==> src/rtl/bp_pkg.sv <==
package bp_pkg;

  typedef enum logic [1:0] {
    CTR_STRONG_NT = 2'b00,
    CTR_WEAK_NT   = 2'b01,
    CTR_WEAK_T    = 2'b10,
    CTR_STRONG_T  = 2'b11
  } ctr_e;

  localparam ctr_e CTR_RESET = CTR_WEAK_NT;

  // Saturating step of a direction counter toward the resolved outcome
  function automatic ctr_e ctr_step(input ctr_e cur, input logic taken);
    ctr_e nxt;
    nxt = cur;
    if (taken) begin
      if (cur != CTR_STRONG_T) nxt = ctr_e'(cur + 2'b01);
    end else begin
      if (cur != CTR_STRONG_NT) nxt = ctr_e'(cur - 2'b01);
    end
    return nxt;
  endfunction

  function automatic logic ctr_says_taken(input ctr_e cur);
    return cur[1];
  endfunction

endpackage

==> src/rtl/bp_counter_table.sv <==
module bp_counter_table #(
  parameter int IDX_W = 6
) (
  input  logic             clk,
  input  logic             rst_n,
  input  logic [IDX_W-1:0] rd_idx_i,
  output logic             rd_taken_o,
  input  logic             wr_en_i,
  input  logic [IDX_W-1:0] wr_idx_i,
  input  logic             wr_taken_i
);
  import bp_pkg::*;

  localparam int DEPTH = 1 << IDX_W;

  ctr_e ctr_q [DEPTH];

  for (genvar e = 0; e < DEPTH; e++) begin : g_ctr
    always_ff @(posedge clk) begin
      if (!rst_n) begin
        ctr_q[e] <= CTR_RESET;
      end else if (wr_en_i && (wr_idx_i == IDX_W'(e))) begin
        ctr_q[e] <= ctr_step(ctr_q[e], wr_taken_i);
      end
    end
  end

  assign rd_taken_o = ctr_says_taken(ctr_q[rd_idx_i]);

endmodule

==> src/rtl/bp_target_buffer.sv <==
module bp_target_buffer #(
  parameter int IDX_W  = 4,
  parameter int TAG_W  = 26,
  parameter int ADDR_W = 32
) (
  input  logic              clk,
  input  logic              rst_n,
  input  logic [IDX_W-1:0]  rd_idx_i,
  input  logic [TAG_W-1:0]  rd_tag_i,
  output logic              hit_o,
  output logic [ADDR_W-1:0] target_o,
  input  logic              wr_en_i,
  input  logic [IDX_W-1:0]  wr_idx_i,
  input  logic [TAG_W-1:0]  wr_tag_i,
  input  logic [ADDR_W-1:0] wr_target_i
);

  localparam int DEPTH = 1 << IDX_W;

  logic              vld_q [DEPTH];
  logic [TAG_W-1:0]  tag_q [DEPTH];
  logic [ADDR_W-1:0] dst_q [DEPTH];

  for (genvar e = 0; e < DEPTH; e++) begin : g_entry
    logic sel;
    assign sel = wr_en_i && (wr_idx_i == IDX_W'(e));

    always_ff @(posedge clk) begin
      if (!rst_n) begin
        vld_q[e] <= 1'b0;
      end else if (sel) begin
        vld_q[e] <= 1'b1;
      end
    end

    always_ff @(posedge clk) begin
      if (sel) begin
        tag_q[e] <= wr_tag_i;
        dst_q[e] <= wr_target_i;
      end
    end
  end

  assign hit_o    = vld_q[rd_idx_i] && (tag_q[rd_idx_i] == rd_tag_i);
  assign target_o = dst_q[rd_idx_i];

endmodule

==> src/rtl/bp_mispredict.sv <==
module bp_mispredict #(
  parameter int ADDR_W = 32
) (
  input  logic              clk,
  input  logic              rst_n,
  input  logic              valid_i,
  input  logic              taken_i,
  input  logic [ADDR_W-1:0] target_i,
  input  logic              pred_taken_i,
  input  logic [ADDR_W-1:0] pred_next_i,
  output logic              flush_o
);

  logic dir_wrong;
  logic dst_wrong;
  logic flush_q;

  assign dir_wrong = taken_i != pred_taken_i;
  assign dst_wrong = taken_i && (target_i != pred_next_i);

  always_ff @(posedge clk) begin
    if (!rst_n) flush_q <= 1'b0;
    else        flush_q <= valid_i && (dir_wrong || dst_wrong);
  end

  assign flush_o = flush_q;

endmodule

==> src/rtl/bp_fetch_predictor.sv <==
module bp_fetch_predictor #(
  parameter int PC_W      = 32,
  parameter int HIST_IDX_W = 6,
  parameter int TGT_IDX_W  = 4
) (
  input  logic            clk,
  input  logic            rst_n,
  input  logic [PC_W-1:0] fetch_pc_i,
  output logic            pred_taken_o,
  output logic [PC_W-1:0] pred_next_pc_o,
  input  logic            upd_valid_i,
  input  logic [PC_W-1:0] upd_pc_i,
  input  logic            upd_taken_i,
  input  logic [PC_W-1:0] upd_target_i,
  input  logic            upd_pred_taken_i,
  input  logic [PC_W-1:0] upd_pred_next_pc_i,
  output logic            mispredict_o
);

  localparam int WORD_LSB = 2;
  localparam int TAG_LSB  = WORD_LSB + TGT_IDX_W;
  localparam int TAG_W    = PC_W - TAG_LSB;
  localparam logic [PC_W-1:0] SEQ_STEP = PC_W'(4);

  logic            bht_taken;
  logic            btb_hit;
  logic [PC_W-1:0] btb_target;
  logic            unused_upd_low;

  assign unused_upd_low = ^upd_pc_i[WORD_LSB-1:0];

  bp_counter_table #(.IDX_W(HIST_IDX_W)) u_hist (
    .clk        (clk),
    .rst_n      (rst_n),
    .rd_idx_i   (fetch_pc_i[WORD_LSB +: HIST_IDX_W]),
    .rd_taken_o (bht_taken),
    .wr_en_i    (upd_valid_i),
    .wr_idx_i   (upd_pc_i[WORD_LSB +: HIST_IDX_W]),
    .wr_taken_i (upd_taken_i)
  );

  bp_target_buffer #(.IDX_W(TGT_IDX_W), .TAG_W(TAG_W), .ADDR_W(PC_W)) u_tgt (
    .clk         (clk),
    .rst_n       (rst_n),
    .rd_idx_i    (fetch_pc_i[WORD_LSB +: TGT_IDX_W]),
    .rd_tag_i    (fetch_pc_i[PC_W-1:TAG_LSB]),
    .hit_o       (btb_hit),
    .target_o    (btb_target),
    .wr_en_i     (upd_valid_i && upd_taken_i),
    .wr_idx_i    (upd_pc_i[WORD_LSB +: TGT_IDX_W]),
    .wr_tag_i    (upd_pc_i[PC_W-1:TAG_LSB]),
    .wr_target_i (upd_target_i)
  );

  bp_mispredict #(.ADDR_W(PC_W)) u_flush (
    .clk          (clk),
    .rst_n        (rst_n),
    .valid_i      (upd_valid_i),
    .taken_i      (upd_taken_i),
    .target_i     (upd_target_i),
    .pred_taken_i (upd_pred_taken_i),
    .pred_next_i  (upd_pred_next_pc_i),
    .flush_o      (mispredict_o)
  );

  always_comb begin
    pred_taken_o   = btb_hit && bht_taken;
    pred_next_pc_o = pred_taken_o ? btb_target : fetch_pc_i + SEQ_STEP;
  end

endmodule

==> config.mk <==
export PLATFORM = sky130hd
export DESIGN_NAME = bp_fetch_predictor
export DESIGN_NICKNAME = d
export VERILOG_FILES = /design/src/rtl/bp_pkg.sv /design/src/rtl/bp_counter_table.sv /design/src/rtl/bp_target_buffer.sv /design/src/rtl/bp_mispredict.sv /design/src/rtl/bp_fetch_predictor.sv
export SDC_FILE = /design/constraint.sdc
export NUM_CORES = 1
export LEC_CHECK = 0
export ABC_AREA = 1
export ABC_CLOCK_PERIOD_IN_PS = 7200
export BUFFER_PORTS_ARGS = -buffer_cell sky130_fd_sc_hd__buf_2
export CAP_MARGIN = 5
export CORE_MARGIN = 2
export CORE_UTILIZATION = 31
export CTS_CLUSTER_DIAMETER = 50
export DETAILED_ROUTE_END_ITERATION = 16
export GPL_TIMING_DRIVEN = 0
export PLACE_DENSITY = 0.46
export SLEW_MARGIN = 20
export SYNTH_ARGS = -nofsm -noshare
export SYNTH_HDL_FRONTEND = slang
export SYNTH_SLANG_ARGS = --single-unit
==> constraint.sdc <==
create_clock -name clk -period 7.2 [get_ports clk]
set_input_delay 0 -clock clk [delete_from_list [all_inputs] [get_ports clk]]
set_output_delay 0 -clock clk [all_outputs]
set_load 0.005 [all_outputs]
==> flow_metrics.env, run 1 <==
export IMPL_worst_path_max_delay_cell="clkbuf_1"
export IMPL_worstPathCellList="buf_2 > inv_1 > nor2_2 > clkbuf_1 > nand2_1 > nand2_1 > inv_1 > nand3_1 > nand2_1 > inv_1 > nand2_1 > nor2_1 > nand2_1 > nor2_2 > nand2_2 > buf_6 > nand2_1 > nand2_1 > buf_2"
export IMPL_wl_per_cell_um=27.4
export IMPL_cts_tree="yes"
export IMPL_hp_class="primary input to register"
export IMPL_drc_errors=0
export IMPL_fp_dieH_um=401
export IMPL_start_util_pct=31.2
export IMPL_ioPinCount=167
export IMPL_critPathMaxStageDelay_ns=0.89
export IMPL_fin_nets=5230
export IMPL_clkSinkCount=1073
export IMPL_clockBufferDepth=3
export IMPL_htreeDepth=4
export IMPL_ctsResizeCount=0
export IMPL_hold_violations=0
export IMPL_status="completed"
export IMPL_fp_dieArea_um2=160000
export IMPL_area_delta_synth_final_pct=21.4
export IMPL_gr_usage_all_layers_pct=24.4
export IMPL_avgSynthCellArea_um2=10.5
export IMPL_power_mw=15.6
export IMPL_critPathRequiredTime_ns=7.20
export IMPL_rows=145
export IMPL_maxSlewHeadroom_pct=20.4
export IMPL_crit_top_cell="nand2_1"
export IMPL_critPathArrivalTime_ns=4.70
export IMPL_slew_viol_final=0
export IMPL_coreArea_um2=156000
export IMPL_first_global_vias=36100
export IMPL_crit_type="primary input to output port"
export IMPL_synth_ff_type="edfxtp_1"
export IMPL_final_setup_tns_ns=0
export IMPL_numCtsBuffers=145
export IMPL_grt_first_pass_wirelength_um=278000
export IMPL_insertion_delay_ns=0.77
export IMPL_p_leak_nw=21.8
export IMPL_drt_pass1_iterations=5
export IMPL_dr_first_iter_drc_count=4341
export IMPL_ys_async_sr_fraction_pct=0
export IMPL_yosys_register_bits=1073
export IMPL_synthCells=4657
export IMPL_ys_seq_area_share_pct=66.1
export IMPL_portBuffers=162
export IMPL_die_w_um=401
export IMPL_period_share_pct=65.3
export IMPL_antenna_found_initial=14
export IMPL_num_vias=38000
export IMPL_max_cap_violations=0
export IMPL_via_per_inst=5.22
export IMPL_min_period_ns=4.70
export IMPL_crit_fanout=10
export IMPL_r2r_slack_ns=5.54
export IMPL_max_freq_mhz=213
export IMPL_powerDensity_nw_per_um2=264
export IMPL_ys_types=45
export IMPL_tightest_slew_ns=1.19
export IMPL_grt_overflow_total=0
export IMPL_crit_path_end_kind="output port"
export IMPL_fin_skew_ns=0.0146
export IMPL_grt_max_degree=20
export IMPL_layout_drive_gt1_share_pct=12.0
export IMPL_ant_nets=0
export IMPL_synth_nets=4791
export IMPL_yosysWarnings=0
export IMPL_rsz0062_at_grt="no"
export IMPL_synth_area_um2=48700
export IMPL_gp_congestion=0.943
export IMPL_drt_wl_total_um=200000
export IMPL_vdd_drop_max_uv=240
export IMPL_clk_pin_slew_ns=0.06
export IMPL_cts_root_buf="clkbuf_16"
export IMPL_startpoint_type="primary input"
export IMPL_hpwl_um=139000
export IMPL_path_buf_inv=7
export IMPL_setup_viol=0
export IMPL_synth_edf_count=1071
export IMPL_final_util_pct=37.9
export IMPL_crit_family="simple AND/OR/NAND/NOR gates"
==> layout make-up <==
cell class / instances / area (µm²)
fillers: 15400 / 97000
flip-flops and latches: 1073 / 32200
multi-input cells: 2951 / 14100
clock buffers: 176 / 3820
repair buffers: 292 / 2870
well taps: 2058 / 2570
inverters: 360 / 1350
plain buffers: 273 / 1260
clock inverters: 91 / 1020
diodes: 3 / 7.51
==> worst register-to-register path: stages, from the launching register on <==
cell	delay, ns
edfxtp_1	0.49
or2_2	0.35
o21ai_0	0.08
a21oi_1	0.06
o31ai_1	0.35
==> placed cells by master (no fill, tap or decap), drive strengths merged, types with 3 or more instances in the layout <==
| cell type | instances |
|---|---|
| edfxtp | 1071 |
| nand2 | 1120 |
| nor2 | 515 |
| o211ai | 74 |
| nor4 | 65 |
| bufinv | 16 |
| inv | 360 |
| o22ai | 89 |
| nand3 | 349 |
| clkinvlp | 8 |
| o21ai | 396 |
| a221oi | 5 |
| xnor2 | 9 |
| a21oi | 31 |
| xor2 | 97 |
| clkinv | 67 |
| nor3 | 30 |
| o31ai | 6 |
| buf | 312 |
| diode | 3 |
| o221ai | 40 |
| a22o | 6 |
| or2 | 60 |
| nand4 | 41 |
| dlygate4sd3 | 74 |
| a31oi | 6 |
| clkbuf | 355 |
==> path summary, 6_finish.rpt <==
check,depth (start not counted),to,start
min,2,u_tgt.dst_q[4][18]$_DFFE_PP_,upd_target_i[18]
min reg2reg,1,u_tgt.vld_q[8]$_DFF_P_,u_tgt.vld_q[8]$_DFF_P_
max,19,pred_next_pc_o[26],fetch_pc_i[5]
max reg2reg,4,u_hist.ctr_q[8][1]$_SDFFCE_PP0P_,u_hist.ctr_q[8][1]$_SDFFCE_PP0P_
==> state kept, by name, indices dropped and copies added, names as in the netlist <==
register / flops
u_tgt.dst_q: 512
u_hist.ctr_q: 128
u_tgt.vld_q: 16
u_tgt.tag_q: 416
u_flush.flush_o: 1
==> metrics by stage <==
step	instances	area, µm²	hold WS [ns]	worst slack, ns
2_1_floorplan	4657	48700	0.0908	3.60
3_3_place_gp	6877	52100	0.273	-1.17
3_5_place_dp	6933	53600	0.275	2.67
4_1_cts	7274	59200	0.141	2.66
5_1_grt	7274	59200	0.173	2.45
6_report	7277	59200	0.178	2.50
==> report_power, final <==
| group | internal [mW] | switching (mW) | total [mW] |
|---|---|---|---|
| sequential | 6.96 | 0.0315 | 6.99 |
| clock | 4.39 | 2.90 | 7.29 |
| combinational | 0.330 | 0.988 | 1.32 |
==> routing by layer <==
metal | wire, µm | track usage, % | vias up | part of all wire, %
met5 | 13 | 0 | - | 0.0065
met4 | 6370 | 7.81 | 2 | 3.2
met3 | 14400 | 3.69 | 300 | 7.2
met2 | 92700 | 39.5 | 1606 | 46
met1 | 86300 | 33.6 | 19000 | 43
li1 | - | - | 17100 | -
==> repair_timing <==
action                                 in CTS  in global routing
hold buffers                               74                  0
buffers inserted                            0                  0
endpoints found under the hold margin     993                  0
==> kinds of logic (layout without fill, tap and decap cells) <==
| kind of cell | count (synthesis) | after routing | share of synthesized area [%] |
|---|---|---|---|
| flip-flops | 1073 | 1073 | 66.1 |
| other | 0 | 3 | 0 |
| adder cells (fa/ha/maj) | 1 | 1 | 0.0257 |
| buffers and inverters | 633 | 1192 | 5.32 |
| AND/OR/NAND/NOR | 2183 | 2183 | 18.8 |
| AO/OA/AOI/OAI | 661 | 661 | 7.89 |
| XOR/XNOR | 106 | 106 | 1.90 |
==> Yosys cell counts, types with 9 or more instances <==
library cell | count | area [µm²]
o21ai_1 | 31 | 155
buf_1 | 21 | 78.8
nor3_1 | 29 | 145
nor4_1 | 65 | 407
a21oi_1 | 31 | 155
nand2_1 | 1118 | 4200
nand4_1 | 38 | 238
o221ai_1 | 40 | 350
o21ai_0 | 365 | 1830
buf_2 | 43 | 215
xnor2_1 | 9 | 78.8
buf_4 | 17 | 128
buf_6 | 12 | 135
edfxtp_1 | 1071 | 32200
xor2_1 | 97 | 850
nor2_1 | 506 | 1900
o22ai_1 | 89 | 557
inv_1 | 337 | 1260
or2_2 | 60 | 375
nand3_1 | 349 | 1750
clkinv_1 | 17 | 63.8
o211ai_1 | 74 | 556
clkbuf_1 | 179 | 672
Power figures use the tool's default switching activity.
==> inputs of run 2 (changes only) <==
--- a/config.mk
+++ b/config.mk
@@ -6,7 +6,7 @@
 export NUM_CORES = 1
 export LEC_CHECK = 0
 export ABC_AREA = 1
-export ABC_CLOCK_PERIOD_IN_PS = 7200
+export ABC_CLOCK_PERIOD_IN_PS = 4400
 export BUFFER_PORTS_ARGS = -buffer_cell sky130_fd_sc_hd__buf_2
 export CAP_MARGIN = 5
 export CORE_MARGIN = 2
==> constraint.sdc (replaced) <==
create_clock -name clk -period 4.4 [get_ports clk]
set_input_delay 0 -clock clk [delete_from_list [all_inputs] [get_ports clk]]
set_output_delay 0 -clock clk [all_outputs]
set_load 0.005 [all_outputs]
==> flow_metrics.env, run 2 (synthesized netlist as in run 1, its figures left out) <==
export IMPL_p_leak_nw=21.8
export IMPL_largest_reg_flops=512
export IMPL_drc_errors=0
export IMPL_dr_first_iter_drc_count=4276
export IMPL_setup_viol=0
export IMPL_max_freq_mhz=230
export IMPL_clockBufferDepth=3
export IMPL_die_w_um=401
export IMPL_tightest_slew_ns=1.18
export IMPL_fin_nets=5230
export IMPL_min_from="upd_target_i[18]"
export IMPL_grt_max_degree=20
export IMPL_fin_skew_ns=0.0139
export IMPL_area_delta_synth_final_pct=21.4
export IMPL_wl_per_cell_um=27.5
export IMPL_grt_overflow_total=0
export IMPL_r2r_end="u_hist.ctr_q[8][1]$_SDFFCE_PP0P_"
export IMPL_reg2reg_from="u_hist.ctr_q[8][1]$_SDFFCE_PP0P_"
export IMPL_grt_first_pass_wirelength_um=278000
export IMPL_drt_pass1_iterations=6
export IMPL_portBuffers=162
export IMPL_clk_pin_slew_ns=0.05
export IMPL_cts_root_buf="clkbuf_16"
export IMPL_period_share_pct=98.9
export IMPL_startpoint_type="primary input"
export IMPL_via_per_inst=5.24
export IMPL_crit_fanout=10
export IMPL_holdWs_ns=0.176
export IMPL_gr_usage_all_layers_pct=24.4
export IMPL_rows=145
export IMPL_antenna_found_initial=15
export IMPL_drt_wl_total_um=200000
export IMPL_status="completed"
export IMPL_critPathRequiredTime_ns=4.40
export IMPL_max_cap_violations=0
export IMPL_regMostFlops="u_tgt.dst_q"
export IMPL_reg_top3="u_tgt.dst_q x512, u_tgt.tag_q x416, u_hist.ctr_q x128"
export IMPL_r2r_slack_ns=2.75
export IMPL_final_util_pct=37.9
export IMPL_first_global_vias=36100
export IMPL_htreeDepth=4
export IMPL_num_vias=38100
export IMPL_hold_violations=0
export IMPL_postCtsSetupRepairBufs=0
export IMPL_gp_congestion=0.943
export IMPL_fp_dieArea_um2=160000
export IMPL_ant_nets=0
export IMPL_clkSinkCount=1073
export IMPL_hold_depth=2
export IMPL_vdd_drop_max_uv=394
export IMPL_start_util_pct=31.2
export IMPL_whs_endpoint="u_tgt.dst_q[15][18]$_DFFE_PP_"
export IMPL_r2r_cells=4
export IMPL_fp_dieH_um=401
export IMPL_cts_tree="yes"
export IMPL_crit_path_end_kind="output port"
export IMPL_ioPinCount=167
export IMPL_layout_drive_gt1_share_pct=12.1
export IMPL_rsz0062_at_grt="no"
export IMPL_insertion_delay_ns=0.77
export IMPL_hpwl_um=139000
export IMPL_maxSlewHeadroom_pct=21.7
export IMPL_min_period_ns=4.35
export IMPL_slew_viol_final=0
export IMPL_powerDensity_nw_per_um2=431
export IMPL_numCtsBuffers=145
export IMPL_coreArea_um2=156000
export IMPL_final_common_cell="nand2_1"
export IMPL_final_cell_mix="1118 x nand2_1, 1071 x edfxtp_1, 490 x nor2_1"
export IMPL_crit_type="primary input to output port"
export IMPL_critPathArrivalTime_ns=4.35
export IMPL_hp_class="primary input to register"
run 2: cell types whose count changed in the layout (fill, tap and decap cells not counted), sizes merged:
cell and delta:
buf -2, diode -1, clkbuf +2
run 2: power by group:
part           leakage, nW  switching (mW)  internal, mW
Combinational         9.88            1.62         0.541
Clock                 2.35            4.74          7.19
Sequential            9.61          0.0515          11.4
run 2: how the worst max path moves through the flow:
stage / slack (ns) / cells past startpoint / start / end
floorplan: 0.80 / 6 / upd_pc_i[4] / u_tgt.dst_q[6][0]$_DFFE_PP_
global placement: -3.97 / 6 / upd_pc_i[3] / u_tgt.tag_q[12][17]$_DFFE_PP_
detailed placement: -0.13 / 19 / fetch_pc_i[5] / pred_next_pc_o[20]
CTS: 0.02 / 17 / fetch_pc_i[3] / pred_next_pc_o[20]
global route: 0.008 / 13 / fetch_pc_i[3] / pred_next_pc_o[22]
finish: 0.05 / 18 / fetch_pc_i[3] / pred_next_pc_o[26]
run 2: layout make-up:
type | instances | area, µm²
Clock buffer | 176 | 3820
Fill cell | 15400 | 97000
Inverter | 360 | 1350
Buffer | 273 | 1260
Antenna cell | 2 | 5.00
Timing Repair Buffer | 292 | 2870
Sequential cell | 1073 | 32200
Multi-Input combinational cell | 2951 | 14100
Clock inverter | 91 | 1020
Tap cell | 2058 | 2570
run 2: layer usage:
layer | vias to the layer above | wire length [µm] | global-route usage, %
li1 | 17100 | - | -
met1 | 19100 | 87300 | 33.6
met2 | 1589 | 92400 | 39.5
met3 | 304 | 13700 | 3.69
met4 | 2 | 6450 | 7.81
met5 | - | 13 | 0
run 2: worst max-delay path: stages:
cell and delay [ns]:
buf_2 0.23, buf_2 0.43, buf_1 0.82, a21oi_1 0.14, o21ai_0 0.14, nand2_1 0.08
nand2_1 0.06, nand3_1 0.26, nand2_1 0.17, nand2_1 0.06, nor2_1 0.09, nand3_1 0.14
nor2_4 0.29, nand2_2 0.30, buf_6 0.26, nand2_1 0.37, nand2_1 0.26, buf_2 0.21
run 2: what timing repair did:
item / 4_1_cts / 5_1_grt
resized for setup: 2 / 15
hold endpoints to repair: 993 / 0
setup endpoints to repair: 7 / 7
hold buffers: 74 / 0
run 2: metrics by stage:
stage	setup slack (ns)	instance area, µm²	TNS, ns	power, mW	std cells
3_5_place_dp	-0.126	53600	-0.604	13.7	6933
3_3_place_gp	-3.97	52100	-3248.00	13.7	6877
5_1_grt	0.00770	59200	0	26.2	7274
2_1_floorplan	0.796	48700	0	12.6	4657
4_1_cts	0.0161	59200	0	25.7	7274
6_report	0.0480	59200	0	25.5	7276
